<file path="src/rtl/ddram_ac_pkg.sv">
package ddram_ac_pkg;

    localparam int unsigned ADDR_W = 7;
    localparam int unsigned CHAR_W = 6;

    typedef logic [ADDR_W-1:0] addr_t;

    typedef enum logic [1:0] {
        DM_WIDE   = 2'd0,
        DM_TWO    = 2'd1,
        DM_NARROW = 2'd2,
        DM_RSVD   = 2'd3
    } disp_mode_e;

    typedef enum logic {
        RAM_DISP = 1'b0,
        RAM_CHAR = 1'b1
    } ram_sel_e;

    typedef enum logic {
        DIR_DOWN = 1'b0,
        DIR_UP   = 1'b1
    } step_dir_e;

    // Line layout: first range lo0..hi0, optional second range lo1..hi1
    typedef struct packed {
        addr_t lo0;
        addr_t hi0;
        addr_t lo1;
        addr_t hi1;
        logic  two;
    } line_map_t;

    typedef struct packed {
        logic       load;
        addr_t      val;
        logic       step;
        ram_sel_e   sel;
        step_dir_e  dir;
        disp_mode_e mode;
    } ctl_t;

    function automatic line_map_t map_for(disp_mode_e m);
        line_map_t r;
        r.lo0 = addr_t'(8'h00);
        r.lo1 = addr_t'(8'h00);
        r.hi1 = addr_t'(8'h00);
        r.two = 1'b0;
        case (m)
            DM_TWO: begin
                r.hi0 = addr_t'(8'h27);
                r.lo1 = addr_t'(8'h40);
                r.hi1 = addr_t'(8'h67);
                r.two = 1'b1;
            end
            DM_NARROW: r.hi0 = addr_t'(8'h27);
            default:   r.hi0 = addr_t'(8'h4F);
        endcase
        return r;
    endfunction

endpackage

</file>
<file path="src/rtl/ac_disp_next.sv">
module ac_disp_next
    import ddram_ac_pkg::*;
(
    input  addr_t      cur,
    input  disp_mode_e mode,
    input  step_dir_e  dir,
    output addr_t      nxt
);
    line_map_t lm;
    addr_t     up_v;
    addr_t     dn_v;

    assign lm = map_for(mode);

    always_comb begin
        if (lm.two) begin
            if (cur < lm.hi0)       up_v = cur + addr_t'(1);
            else if (cur < lm.lo1)  up_v = lm.lo1;
            else if (cur < lm.hi1)  up_v = cur + addr_t'(1);
            else                    up_v = lm.lo0;
        end else begin
            if (cur < lm.hi0)       up_v = cur + addr_t'(1);
            else                    up_v = lm.lo0;
        end
    end

    always_comb begin
        if (lm.two) begin
            if (cur == lm.lo0)       dn_v = lm.hi1;
            else if (cur <= lm.hi0)  dn_v = cur - addr_t'(1);
            else if (cur <= lm.lo1)  dn_v = lm.hi0;
            else if (cur <= lm.hi1)  dn_v = cur - addr_t'(1);
            else                     dn_v = lm.hi1;
        end else begin
            if (cur == lm.lo0)       dn_v = lm.hi0;
            else if (cur <= lm.hi0)  dn_v = cur - addr_t'(1);
            else                     dn_v = lm.hi0;
        end
    end

    assign nxt = (dir == DIR_UP) ? up_v : dn_v;
endmodule

</file>
<file path="src/rtl/ac_char_next.sv">
module ac_char_next
    import ddram_ac_pkg::*;
#(
    parameter int unsigned CW = CHAR_W
)(
    input  addr_t     cur,
    input  step_dir_e dir,
    output addr_t     nxt
);
    logic [CW-1:0] low;

    assign low = (dir == DIR_UP) ? (cur[CW-1:0] + 1'b1) : (cur[CW-1:0] - 1'b1);

    generate
        if (CW < ADDR_W) begin : g_pad
            assign nxt = {{(ADDR_W-CW){1'b0}}, low};
        end else begin : g_full
            assign nxt = addr_t'(low);
        end
    endgenerate
endmodule

</file>
<file path="src/rtl/ddram_addr_ctr.sv">
module ddram_addr_ctr
    import ddram_ac_pkg::*;
(
    input  logic       clk,
    input  logic       rst,
    input  logic       load_en,
    input  logic [6:0] load_val,
    input  logic       ram_sel,
    input  logic       step_up,
    input  logic       step_en,
    input  logic [1:0] disp_mode,
    output logic [6:0] addr
);
    ctl_t  ctl;
    addr_t addr_q;
    addr_t disp_nxt;
    addr_t char_nxt;
    addr_t load_fmt;

    assign ctl.load = load_en;
    assign ctl.val  = load_val;
    assign ctl.step = step_en;
    assign ctl.sel  = ram_sel_e'(ram_sel);
    assign ctl.dir  = step_dir_e'(step_up);
    assign ctl.mode = disp_mode_e'(disp_mode);

    ac_disp_next u_disp (
        .cur  (addr_q),
        .mode (ctl.mode),
        .dir  (ctl.dir),
        .nxt  (disp_nxt)
    );

    ac_char_next #(.CW(CHAR_W)) u_char (
        .cur (addr_q),
        .dir (ctl.dir),
        .nxt (char_nxt)
    );

    assign load_fmt = (ctl.sel == RAM_CHAR)
                    ? {{(ADDR_W-CHAR_W){1'b0}}, ctl.val[CHAR_W-1:0]}
                    : ctl.val;

    always_ff @(posedge clk) begin
        if (rst)
            addr_q <= '0;
        else if (ctl.load)
            addr_q <= load_fmt;
        else if (ctl.step)
            addr_q <= (ctl.sel == RAM_CHAR) ? char_nxt : disp_nxt;
    end

    assign addr = addr_q;
endmodule

</file>
<file path="config.mk">
export PLATFORM = sky130hd
export DESIGN_NAME = ddram_addr_ctr
export DESIGN_NICKNAME = d
export VERILOG_FILES = /design/src/rtl/ddram_ac_pkg.sv /design/src/rtl/ac_disp_next.sv /design/src/rtl/ac_char_next.sv /design/src/rtl/ddram_addr_ctr.sv
export SDC_FILE = /design/constraint.sdc
export NUM_CORES = 1
export LEC_CHECK = 0
export BUFFER_PORTS_ARGS = -buffer_cell sky130_fd_sc_hd__buf_2
export CAP_MARGIN = 20
export CORE_ASPECT_RATIO = 0.5
export CORE_MARGIN = 3
export CORE_UTILIZATION = 52
export CTS_CLUSTER_DIAMETER = 100
export DETAILED_ROUTE_END_ITERATION = 8
export GPL_TIMING_DRIVEN = 0
export PLACE_DENSITY_LB_ADDON = 0.25
export SKIP_CTS_REPAIR_TIMING = 1
export SLEW_MARGIN = 20
export SYNTH_ARGS = -nofsm -noshare
export SYNTH_HDL_FRONTEND = slang
export SYNTH_HIERARCHICAL = 1
export SYNTH_SLANG_ARGS = --single-unit
export TNS_END_PERCENT = 10
</file>
<file path="constraint.sdc">
create_clock -name clk -period 3.5 [get_ports clk]
set_input_delay 0.35 -clock clk [delete_from_list [all_inputs] [get_ports clk]]
set_output_delay 0.35 -clock clk [all_outputs]
set_load 0.02 [all_outputs]
</file>
==> qor.csv, run 1 <==
metric;value;unit
yosys.area_share.simple;20.3;%
hold_ws;0.363;ns
tritoncts;built;
multi_input_area;1120;um2
syn_nets;203;
synthTopCellsByArea;ha_1 (14%), dfxtp_1 (10%), xnor2_1 (5.2%);
ctsLongestPathBuffers;2;
dpl_cell_area;1500;um2
clock_skew;0.000155;ns
drtAntennaViolNets;0;
final_cell_mix;buf_2 (19), ha_1 (15), nand2_1 (13);
synth_top_family_by_area;compound AO/OA/AOI/OAI gates;
fillCellCount;207;
insertion_delay;0.23;ns
final_common_cell;buf_2;
pre_cts_ws;0.0694;ns
finalCriticalPeriod;3.26;ns
period_share;93.3;%
synthMuxAreaShare;5.24;%
place_hpwl;2680;um
via_per_inst;6.10;
cellLeakagePower;0.720;nW
critical_path_required;3.66;ns
synth.distinct_cells;58;
clock-sinks;7;
pwr-share-clk;24.0;%
ys_seq_elements;7;
syn_inst;172;
critical_path_class;in2reg;
status;finished clean;
grt_pass1_vias;1253;
grt_max_degree;15;
synth_ff_type;dfxtp_1;
drtPass1Iterations;4;
drv_slew;0;
drcViolationCount;0;
critical_path.startpoint_type;input pin;
drv_cap;0;
num_vias;1403;
p_comb_share;54.0;%
intPower;0.282;mW
grt_pass1_wl;5600;um
synth_area_per_cell;7.91;um2
power_per_cell_area;312;nW/um2
fin_ws;0.236;ns
synth_edf_count;0;
start_util;58.1;%
syn-cell-area;1360;um2
async_flop_share;0;%
yosysTopAreaCell;ha_1;
core_area;2340;um2
hp-class;in2reg;
synth_compound_area_share;32.9;%
io_pins;22;
relSlewSlack;58.9;%
fp.dieW;78.3;um
regArea;140;um2
synth_fa_ha_area_share;15.3;%
wl_per_cell;15.3;um
place_congestion;0.885;
io_buffers;19;
ctsRootBufferMaster;clkbuf_8;
p_sw_share;41.5;%
seq_area_frac_synth;10.3;%
p_switching;0.200;mW
synth_warnings;6;
final_nets;227;
crit_arrival;3.43;ns
antenna_found_initial;0;
rsz0062_at_grt;no;
ir_worst_vdd;0.300;mV
worstSetupEndpointType;flip-flop;
fmax;306;MHz
grt.total_usage;20.9;%
area_growth;13.5;%
grt-ovfl-total;0;
clk_pin_slew;0.04;ns
crit_fanout;6;
worst_slew_pin_slew;0.609;ns
std_cell_rows;12;
stdcell_area;1540;um2
drive_above_1_share;22.1;%
dieArea;3300;um2
die_h;42.2;um
finalSetupViolCount;0;
cts_made_buffers;3;
n_antenna_cell;0;
yosysTopAreaCellShare;13.8;%
largest_reg_flops;7;
drtIter0Drc;101;
setup_tns;0;ns
drt-total-wl;3510;um
htreeDepth;1;
fin_util;65.9;%
synth_xor_area_share;8.37;%
p_seq_share;22.0;%
hold_viol;0;
Yosys cell counts, types with 2 or more instances:
| cell type | count |
|---|---|
| a211o_1 | 6 |
| a21o_1 | 2 |
| a21o_2 | 2 |
| a21oi_1 | 11 |
| a22oi_1 | 2 |
| a31oi_1 | 5 |
| and3_1 | 5 |
| buf_6 | 4 |
| clkbuf_1 | 2 |
| dfxtp_1 | 7 |
| ha_1 | 15 |
| inv_1 | 8 |
| mux2i_1 | 6 |
| nand2_1 | 13 |
| nand3_1 | 5 |
| nand3b_1 | 2 |
| nand4_1 | 3 |
| nor2_1 | 11 |
| nor3b_1 | 2 |
| o21a_1 | 2 |
| o21ai_0 | 8 |
| o21bai_1 | 2 |
| o22ai_1 | 3 |
| xnor2_1 | 8 |
| xor2_1 | 5 |
worst max-delay path: stages:
cell	delay [ns]
buf_2	0.07
inv_1	0.04
ha_1	0.38
inv_1	0.11
ha_1	0.30
and4b_2	0.26
a221o_2	0.43
a21boi_4	0.22
o21ai_0	0.11
o311ai_0	0.54
mux2i_1	0.16
a211o_1	0.32
a21oi_1	0.12
metal layers:
metal | track usage [%] | wire (um) | vias to the layer above
li1 | - | - | 695
met1 | 27.9 | 1660 | 645
met2 | 33.5 | 1570 | 57
met3 | 3.22 | 231 | 6
met4 | 8.71 | 42 | 0
met5 | 0 | 0 | -
area by class of cell:
cell class,count,share of cell area (%)
inverter,8,1.94
multi-input combinational,148,72.6
tap,35,2.84
timing repair buffer,19,6.16
clock buffer,4,2.92
sequential,7,9.08
buffer,9,4.46
power by group through the flow:
stage	clock (mW)	combinational, mW	sequential (mW)
3_3_place_gp	0	0.249	0.107
4_1_cts	0.120	0.257	0.106
6_report	0.116	0.260	0.106
2_1_floorplan	0	0.193	0.109
3_5_place_dp	0	0.256	0.107
5_1_grt	0.128	0.286	0.107
logic make-up after synthesis:
logic type | after synthesis
adders and majority gates | 16
buffers and inverters | 17
muxes | 7
AOI/OAI and AO/OA | 59
and+or+nand+nor | 52
other | 1
xor gates and xnor gates | 13
DFF | 7
stage by stage:
step / power, mW / std cells
floorplan: 0.301 / 172
global placement: 0.356 / 226
detailed placement: 0.363 / 226
CTS: 0.483 / 230
global route: 0.521 / 230
finish: 0.482 / 230
worst paths after layout:
check / cells after the start / endpoint / start / slack [ns]
min reg2reg: 3 / addr[4] / addr[4] / 0.68
max reg2reg: 9 / addr[3] / addr[5] / 0.38
max: 13 / addr[3] / disp_mode[1] / 0.24
min: 3 / addr[3] / load_val[3] / 0.36
Note: power is estimated with default switching activity, not from simulation.
==> run 2: changes to the inputs <==
--- a/config.mk
+++ b/config.mk
@@ -5,14 +5,16 @@
 export SDC_FILE = /design/constraint.sdc
 export NUM_CORES = 1
 export LEC_CHECK = 0
+export ABC_CLOCK_PERIOD_IN_PS = 3500
 export BUFFER_PORTS_ARGS = -buffer_cell sky130_fd_sc_hd__buf_2
 export CAP_MARGIN = 20
 export CORE_ASPECT_RATIO = 0.5
 export CORE_MARGIN = 3
-export CORE_UTILIZATION = 52
+export CORE_UTILIZATION = 45
 export CTS_CLUSTER_DIAMETER = 100
 export DETAILED_ROUTE_END_ITERATION = 8
 export GPL_TIMING_DRIVEN = 0
+export HOLD_SLACK_MARGIN = 0.03
 export PLACE_DENSITY_LB_ADDON = 0.25
 export SKIP_CTS_REPAIR_TIMING = 1
 export SLEW_MARGIN = 20
==> run 2 against run 1 <==
  * Highest routed layer unchanged
  * Clock power about the same
  * Setup slack improved by 0.047 ns
  * Cell area rose by 0.89%
  * Wire length grew 2.8%
  * Non-clock buffer count did not move
  * Largest power group unchanged
  * Clock skew is 0.00080 ns higher
  * First-iteration DRC count increased by 23%
  * Via count increased by 1.9%
  * Sequential power is essentially flat
==> qor.csv, run 2 (synthesis gave the netlist of run 1 again) <==
metric;value;unit;change
clk_pin_slew;0.04;ns;about the same
hp-class;in2reg;;
io_buffers;19;;unchanged
critical_path_class;in2reg;;
drtPass1Iterations;4;;unchanged
path_cells;buf_2 -> ha_1 -> clkbuf_2 -> inv_1 -> ha_1 -> and3_1 -> o22a_1 -> o41ai_4 -> nand2_2 -> o21a_1 -> a22oi_1 -> mux2i_1 -> a211o_1 -> a21oi_1;;
rsz0062_at_grt;no;;
num_vias;1429;;+1.9%
grt_pass1_wl;6000;um;+7.2%
hold_viol;0;;unchanged
insertion_delay;0.23;ns;about the same
period_share;91.9;%;-1.3 points
drt-total-wl;3610;um;+2.8%
drtAntennaViolNets;0;;unchanged
crit_fanout;8;;+2
cts_made_buffers;3;;unchanged
crit_top_cell;ha_1;;
drcViolationCount;0;;unchanged
final_nets;227;;unchanged
place_congestion;0.940;;+6.3%
fp.dieW;83.7;um;+6.9%
die_h;44.9;um;+6.4%
start_util;49.8;%;-8.3 points
finalCriticalPeriod;3.22;ns;-0.0466 ns
tritoncts;built;;
ctsRootBufferMaster;clkbuf_8;;
timing.critical_path.buf_inv;3;;unchanged
clock_skew;0.000959;ns;+0.000803 ns
dieArea;3760;um2;+14%
finalSetupViolCount;0;;unchanged
drv_slew;0;;unchanged
wl_per_cell;15.5;um;+1.9%
critical_path.startpoint_type;input pin;;
htreeDepth;1;;unchanged
std_cell_rows;13;;+1
ir_worst_vdd;0.184;mV;-39%
max_stage_delay;0.36;ns;-0.18 ns
worst_slew_pin_slew;0.620;ns;+0.0111 ns
numPlacedInstances;228;;+0.88%
area_growth;14.5;%;
grt.total_usage;19.7;%;-1.2 points
grt_max_degree;15;;unchanged
final_common_cell;buf_2;;
grt-ovfl-total;0;;unchanged
largest_reg_flops;7;;unchanged
final_cells;232;;+0.87%
cellLeakagePower;0.722;nW;+0.26%
power_per_cell_area;311;nW/um2;-0.28%
antenna_found_initial;0;;unchanged
slowest_stage;o41ai_4;;
drive_above_1_share;22.1;%;unchanged
cpLargestDelayFamily;compound AO/OA/AOI/OAI gates;;
core_area;2730;um2;+17%
place_hpwl;2730;um;+2.1%
drv_cap;0;;unchanged
worstSetupEndpointType;flip-flop;;
drtIter0Drc;124;;+23%
grt_pass1_vias;1282;;+2.3%
r2r_setup_slack;0.43;ns;+0.05 ns
final_cell_mix;buf_2 (19), ha_1 (15), nand2_1 (13);;
status;finished clean;;
setup_tns;0;ns;unchanged
crit_arrival;3.37;ns;-0.06 ns
fmax;311;MHz;+1.4%
clock-sinks;7;;unchanged
critical_path_required;3.65;ns;about the same
n_antenna_cell;0;;unchanged
via_per_inst;6.16;;+0.98%
io_pins;22;;unchanged
ctsLongestPathBuffers;2;;unchanged
relSlewSlack;58.6;%;-0.28 points
## run 2: per-layer routing
metal	up-vias	GRT usage (%)	routed length, um
met3	2	3.64	221
li1	695	-	-
met4	0	1.92	14
met1	682	27.8	1760
met5	-	0	0
met2	50	32.9	1610
## run 2: cell type report
cell class | instances | area [um2]
repair buffers | 19 | 95.1
well taps | 37 | 46.3
flip-flops and latches | 7 | 140
plain buffers | 9 | 68.8
inverters | 8 | 30.0
clock buffers | 4 | 45.0
fillers | 270 | 1170
multi-input cells | 148 | 1130
## run 2: power by group
part / switching (mW) / internal (mW)
clock: 0.0343 / 0.0787
combinational: 0.147 / 0.118
sequential: 0.0205 / 0.0865
## run 2: metrics by stage
stage / utilization, % / area, um2 / setup WS, ns / hold slack [ns] / power (mW)
3_3_place_gp: 54.9 / 1500 / 0.0904 / 0.600 / 0.357
5_1_grt: 57.0 / 1560 / 0.0516 / 0.374 / 0.521
2_1_floorplan: - / 1360 / 0.586 / 0.486 / 0.301
3_5_place_dp: 54.9 / 1500 / 0.0292 / 0.606 / 0.364
4_1_cts: 56.6 / 1550 / 0.256 / 0.366 / 0.479
6_report: 57.0 / 1560 / 0.282 / 0.371 / 0.485
## run 2: worst paths after layout
path / from / endpoint / cells after the start
worst min-delay path: load_val[0] / addr[0] / 3
worst max register to register: addr[5] / addr[3] / 9
worst min register to register: addr[4] / addr[4] / 3
worst max-delay path: disp_mode[0] / addr[4] / 14
## run 2: worst min-delay path: stages
cell and delay [ns]:
buf_2 0.09, nand2_1 0.05, a21oi_1 0.05
